[config.mk]
export PLATFORM = sky130hd
export DESIGN_NAME = gpio_ctl_bank
export DESIGN_NICKNAME = d
export VERILOG_FILES = /design/src/rtl/gpio_ctl_pkg.sv /design/src/rtl/gpio_ctl_decode.sv /design/src/rtl/gpio_ctl_mask.sv /design/src/rtl/gpio_ctl_sync.sv /design/src/rtl/gpio_ctl_bank.sv
export SDC_FILE = /design/constraint.sdc
export NUM_CORES = 1
export LEC_CHECK = 0
export BUFFER_PORTS_ARGS = -buffer_cell sky130_fd_sc_hd__clkbuf_2
export CAP_MARGIN = 20
export CORE_ASPECT_RATIO = 0.75
export CORE_MARGIN = 2
export CORE_UTILIZATION = 30
export CTS_CLUSTER_DIAMETER = 80
export DETAILED_ROUTE_END_ITERATION = 8
export GPL_ROUTABILITY_DRIVEN = 1
export GPL_TIMING_DRIVEN = 0
export SLEW_MARGIN = 20
export SYNTH_ARGS = -nofsm -noshare
export SYNTH_HDL_FRONTEND = slang
export SYNTH_SLANG_ARGS = --single-unit
[constraint.sdc]
create_clock -name clk -period 1.57 [get_ports clk]
set_input_delay 0.0785 -clock clk [delete_from_list [all_inputs] [get_ports clk]]
set_output_delay 0.0785 -clock clk [all_outputs]
set_load 0.05 [all_outputs]
[src/rtl/gpio_ctl_pkg.sv]
package gpio_ctl_pkg;

  localparam int ADDR_W    = 12;
  localparam int NUM_MASKS = 6;
  localparam int SYNC_DEPTH = 2;

  // word offset (byte offset >> 2) of the input register
  localparam logic [ADDR_W-3:0] IN_WORD = 10'h009;

  typedef enum int {
    M_FUNC  = 0,
    M_DRVEN = 1,
    M_LEVEL = 2,
    M_WAKE  = 3,
    M_ALTA  = 4,
    M_ALTB  = 5
  } mask_id_e;

  // byte offset of a mask base; set alias at +4, clear alias at +8
  function automatic logic [ADDR_W-1:0] mask_base(input int idx);
    case (idx)
      M_FUNC:  mask_base = 12'h000;
      M_DRVEN: mask_base = 12'h00C;
      M_LEVEL: mask_base = 12'h018;
      M_WAKE:  mask_base = 12'h04C;
      M_ALTA:  mask_base = 12'h068;
      M_ALTB:  mask_base = 12'h074;
      default: mask_base = 12'hFFC;
    endcase
  endfunction

endpackage

[src/rtl/gpio_ctl_decode.sv]
module gpio_ctl_decode
  import gpio_ctl_pkg::*;
#(
  parameter int N_MASK = NUM_MASKS
) (
  input  logic              clk,
  input  logic              rst_n,
  input  logic [ADDR_W-1:0] addr,
  output logic [N_MASK-1:0] sel_base,
  output logic [N_MASK-1:0] sel_set,
  output logic [N_MASK-1:0] sel_clr,
  output logic              sel_in
);
  localparam int WORD_W = ADDR_W - 2;

  logic [WORD_W-1:0] word;
  assign word = addr[ADDR_W-1:2];

  for (genvar g = 0; g < N_MASK; g++) begin : g_hit
    localparam logic [ADDR_W-1:0] BASE = mask_base(g);
    localparam logic [WORD_W-1:0] BW   = BASE[ADDR_W-1:2];
    assign sel_base[g] = (word == BW);
    assign sel_set[g]  = (word == BW + WORD_W'(1));
    assign sel_clr[g]  = (word == BW + WORD_W'(2));
  end

  assign sel_in = (word == IN_WORD);

  // an address never selects two targets
  p_decode_onehot_r2: assert property (@(posedge clk) disable iff (!rst_n)
    $onehot0({sel_base, sel_set, sel_clr, sel_in}));

endmodule

[src/rtl/gpio_ctl_mask.sv]
module gpio_ctl_mask #(
  parameter int WIDTH = 32
) (
  input  logic             clk,
  input  logic             rst_n,
  input  logic             wr_en,
  input  logic             set_en,
  input  logic             clr_en,
  input  logic [WIDTH-1:0] wdata,
  output logic [WIDTH-1:0] q
);
  always_ff @(posedge clk or negedge rst_n) begin
    if (!rst_n)      q <= '0;
    else if (wr_en)  q <= wdata;
    else if (set_en) q <= q | wdata;
    else if (clr_en) q <= q & ~wdata;
  end

  // set alias raises written ones and keeps existing ones
  p_set_alias_r3: assert property (@(posedge clk) disable iff (!rst_n)
    set_en |=> (((q & $past(wdata)) == $past(wdata)) &&
                ((q & $past(q)) == $past(q))));

  // clear alias drops written ones and raises nothing
  p_clr_alias_r4: assert property (@(posedge clk) disable iff (!rst_n)
    clr_en |=> (((q & $past(wdata)) == '0) &&
                ((q | $past(q)) == $past(q))));

  // no strobe, no change
  p_hold_idle_r9: assert property (@(posedge clk) disable iff (!rst_n)
    !(wr_en || set_en || clr_en) |=> $stable(q));

endmodule

[src/rtl/gpio_ctl_sync.sv]
module gpio_ctl_sync
  import gpio_ctl_pkg::*;
#(
  parameter int WIDTH = 32
) (
  input  logic             clk,
  input  logic             rst_n,
  input  logic [WIDTH-1:0] d,
  output logic [WIDTH-1:0] q
);
  logic [WIDTH-1:0] stage [SYNC_DEPTH];

  for (genvar s = 0; s < SYNC_DEPTH; s++) begin : g_stage
    always_ff @(posedge clk or negedge rst_n) begin
      if (!rst_n)      stage[s] <= '0;
      else if (s == 0) stage[s] <= d;
      else             stage[s] <= stage[(s == 0) ? 0 : s-1];
    end
  end

  assign q = stage[SYNC_DEPTH-1];

  // count edges out of reset so the latency check never looks into reset
  logic [1:0] warm;
  always_ff @(posedge clk or negedge rst_n) begin
    if (!rst_n)           warm <= '0;
    else if (warm != 2'd3) warm <= warm + 2'd1;
  end

  // pins reach the read path exactly two edges later
  p_in_latency_r6: assert property (@(posedge clk) disable iff (!rst_n)
    (warm >= 2'd2) |-> (q == $past(d, 2)));

endmodule

[src/rtl/gpio_ctl_bank.sv]
module gpio_ctl_bank
  import gpio_ctl_pkg::*;
#(
  parameter int NUM_PINS = 32
) (
  input  logic                clk,
  input  logic                rst_n,
  input  logic                bus_valid,
  input  logic                bus_write,
  input  logic [ADDR_W-1:0]   bus_addr,
  input  logic [NUM_PINS-1:0] bus_wdata,
  output logic [NUM_PINS-1:0] bus_rdata,
  input  logic [NUM_PINS-1:0] pin_in,
  output logic [NUM_PINS-1:0] func_gpio_o,
  output logic [NUM_PINS-1:0] drv_en_o,
  output logic [NUM_PINS-1:0] drv_lvl_o,
  output logic [NUM_PINS-1:0] wake_en_o,
  output logic [NUM_PINS-1:0] alt_a_o,
  output logic [NUM_PINS-1:0] alt_b_o
);
  logic [NUM_MASKS-1:0] sel_base, sel_set, sel_clr;
  logic                 sel_in;
  logic                 wr_go, rd_go;
  logic [NUM_PINS-1:0]  mask_q [NUM_MASKS];
  logic [NUM_PINS-1:0]  in_sync;

  assign wr_go = bus_valid && bus_write;
  assign rd_go = bus_valid && !bus_write;

  gpio_ctl_decode #(.N_MASK(NUM_MASKS)) u_dec (
    .clk      (clk),
    .rst_n    (rst_n),
    .addr     (bus_addr),
    .sel_base (sel_base),
    .sel_set  (sel_set),
    .sel_clr  (sel_clr),
    .sel_in   (sel_in)
  );

  for (genvar m = 0; m < NUM_MASKS; m++) begin : g_mask
    gpio_ctl_mask #(.WIDTH(NUM_PINS)) u_mask (
      .clk    (clk),
      .rst_n  (rst_n),
      .wr_en  (wr_go && sel_base[m]),
      .set_en (wr_go && sel_set[m]),
      .clr_en (wr_go && sel_clr[m]),
      .wdata  (bus_wdata),
      .q      (mask_q[m])
    );
  end

  gpio_ctl_sync #(.WIDTH(NUM_PINS)) u_sync (
    .clk   (clk),
    .rst_n (rst_n),
    .d     (pin_in),
    .q     (in_sync)
  );

  always_comb begin
    bus_rdata = '0;
    if (rd_go) begin
      for (int m = 0; m < NUM_MASKS; m++)
        if (sel_base[m]) bus_rdata = mask_q[m];
      if (sel_in) bus_rdata = in_sync;
    end
  end

  assign func_gpio_o = mask_q[M_FUNC];
  assign drv_en_o    = mask_q[M_DRVEN];
  assign drv_lvl_o   = mask_q[M_LEVEL];
  assign wake_en_o   = mask_q[M_WAKE];
  assign alt_a_o     = mask_q[M_ALTA];
  assign alt_b_o     = mask_q[M_ALTB];

  // alias addresses read back zero
  p_alias_read_zero_r7: assert property (@(posedge clk) disable iff (!rst_n)
    (rd_go && (|{sel_set, sel_clr})) |-> (bus_rdata == '0));

  // unmapped reads return zero
  p_unmapped_zero_r8: assert property (@(posedge clk) disable iff (!rst_n)
    (rd_go && !(|{sel_base, sel_set, sel_clr, sel_in})) |-> (bus_rdata == '0));

  // unmapped writes leave all outputs alone
  p_unmapped_nowrite_r8: assert property (@(posedge clk) disable iff (!rst_n)
    (wr_go && !(|{sel_base, sel_set, sel_clr})) |=>
      ($stable(func_gpio_o) && $stable(drv_en_o) && $stable(drv_lvl_o) &&
       $stable(wake_en_o) && $stable(alt_a_o) && $stable(alt_b_o)));

endmodule

==> reports/results.tsv <==
metric	value	unit
area_growth	57.5	%
dieArea	44100	sq um
fin_area	20000	sq um
arrival	2060	ps
status	finished with violations	
clock_path_buffers	3	
clk_pin_slew	60	ps
cts_buffers	29	
p_leak	8.86	nW
ys_seq_elements	256	
post-place-cells	2050	
switching_share	0.272	
wl_per_cell	25.9	microns
finClkSkew	4.29	ps
core	42000	sq um
clock_latency	590	ps
layout-drive-gt1-share	0.461	
grt_pass1_wl	85800	microns
ctsHtreeMaxLevel	1	
final_common_cell	clkbuf_2	
grt_max_degree	88	
finish.utilization	0.478	
failed_checks	setup timing	
dp_slack	-1270	ps
routed_via_density	5.64	
start_util	0.303	
cp-end-kind	primary output	
synthDistinctLibCells	53	
hpwl	42000	microns
track_usage	0.261	
multi_input_area	6780	sq um
grt_antenna_before_repair	2	
maxCapViolCount	0	
gr-total-overflow	0	
yosysSeqAreaShare	0.503	
setup_viol	32	
synth_nets	1257	
async_reset_ff_frac	1.00	
drc	0	
place_area	15400	sq um
dominantRegCellSynth	dfrtp_1	
gp_congestion	0.956	
fin_cells	2315	
io_pins	304	
crit_type	reg -> out	
regArea	6420	sq um
wirelength	59900	microns
required	1490	ps
hold_class	in -> async	
synth_edf_count	0	
power_frac_seq	0.426	
hold_viol_final	0	
die_h	182	microns
cts_tree	done	
ir_drop	691	uV
postSynthCellCount	1177	
synthesis.area	12700	sq um
startpoint_type	register	
num_rows	65	
firstDrtPassIters	5	
clock_power_share	0.448	
min_period	2140	ps
clock_sinks	256	
p_int	11.7	mW
yosys_warnings	0	
power	16.0	mW
max_freq	468	MHz
rsz0062_at_grt	yes	
layout_common_cells	287 x clkbuf_2, 243 x dfrtp_1, 160 x a22o_1	
io_buffers	301	
drtAntennaViolNets	0	
maxSlewViolCount	0	
relSlewSlack	0.544	
worst-path-max-fanout	2	
pwr_density_cell	801	nW/um^2
num_vias	13100	
power_frac_comb	0.126	
clockRootBuffer	clkbuf_16	
grt_pass1_vias	12900	
fin_crit_sh	1.36	
syn_avg_cell_area	10.8	sq um
nets	1800	
p_sw	4.37	mW
worst_slack	-569	ps
fp.dieW	242	microns
drtIter0Drc	1235	
fill_cells	3810	
worst_pin_slew	685	ps
cell usage after synthesis (19+ instances only):
cell	count	area share
a21oi_1	21	0.0083
a221o_1	44	0.035
a22o_1	160	0.11
a22oi_1	19	0.011
a31o_2	19	0.013
buf_2	36	0.014
clkbuf_1	106	0.031
dfrtp_1	256	0.50
mux2i_1	31	0.024
nand4_1	19	0.0093
nand4b_1	19	0.013
nor2_1	59	0.017
nor3b_1	45	0.027
o211ai_1	32	0.019
o21ai_0	100	0.039
o21bai_1	32	0.019
o221ai_1	19	0.013
or3_1	33	0.016
logic make-up (layout without fill, tap and decap cells):
logic type | count (synthesis) | count (layout) | synth area share
AO/OA/AOI/OAI | 487 | 487 | 0.294
XOR/XNOR | 2 | 2 | 0.00138
buffers and inverters | 160 | 726 | 0.0531
flip-flops | 256 | 256 | 0.503
multiplexers | 31 | 31 | 0.0244
other | 0 | 3 | 0
AND/OR/NAND/NOR | 241 | 241 | 0.123
per-stage QoR:
step	hold slack, ps	setup TNS [ps]
floorplan	-217	-7580
global placement	187	-1457060
detailed placement	159	-156040
CTS	108	-12830
global route	132	-13290
finish	77.8	-11630
critical path: stages (launching register included):
cell       delay [ps]
dfrtp_1           420
mux2i_2           240
a2bb2oi_2         200
a221oi_2          110
a221o_2           330
buf_8             160
cell type report:
type                    instances  area share
repair buffers                515       0.199
clock inverters                16      0.0102
flip-flops and latches        256       0.320
well taps                     569      0.0355
diodes                          3    0.000375
inverters                       2    0.000375
clock buffers                  38      0.0389
multi-input cells             761       0.338
plain buffers                 155      0.0570
power groups by stage:
stage                     Clock [mW]  Combinational [mW]  Sequential (mW)
after detailed placement           0                1.47             6.96
after global routing            7.56                2.14             6.84
final                           7.19                2.03             6.83
after global placement             0                1.43             6.96
after CTS                       7.30                1.89             6.83
after floorplan                    0               0.602             7.15
final timing paths:
kind | start | endpoint | slack, ps | cells past startpoint
setup / recovery | register | bus_rdata[31] | -570 | 5
hold / removal | rst_n | u_sync.q[9] | 80 | 3
setup reg to reg | register | register | 410 | 4
hold reg to reg | u_sync.stage[50] | u_sync.q[18] | 350 | 0
max in group asynchronous | rst_n | async pin | 610 | 4
min in group clk | bus_addr[6] | register | 120 | 5
metal layers:
metal / global-route usage / share of wire / vias up / wire [microns]
li1: - / - / 5701 / -
met1: 0.350 / 0.42 / 6552 / 25400
met2: 0.397 / 0.43 / 659 / 26000
met3: 0.0763 / 0.095 / 143 / 5670
met4: 0.100 / 0.047 / 0 / 2790
met5: 0 / 0 / - / 0
what timing repair did:
| action | 4_1_cts | 5_1_grt |
|---|---|---|
| setup endpoints to repair | 148 | 130 |
| setup buffers | 104 | 38 |
| pin swaps | 59 | 50 |
| cloned | 4 | 1 |
| endpoints found under the hold margin | 205 | 0 |
| resized for setup | 321 | 171 |
| hold buffers | 65 | 0 |
Power figures use the tool's default switching activity.
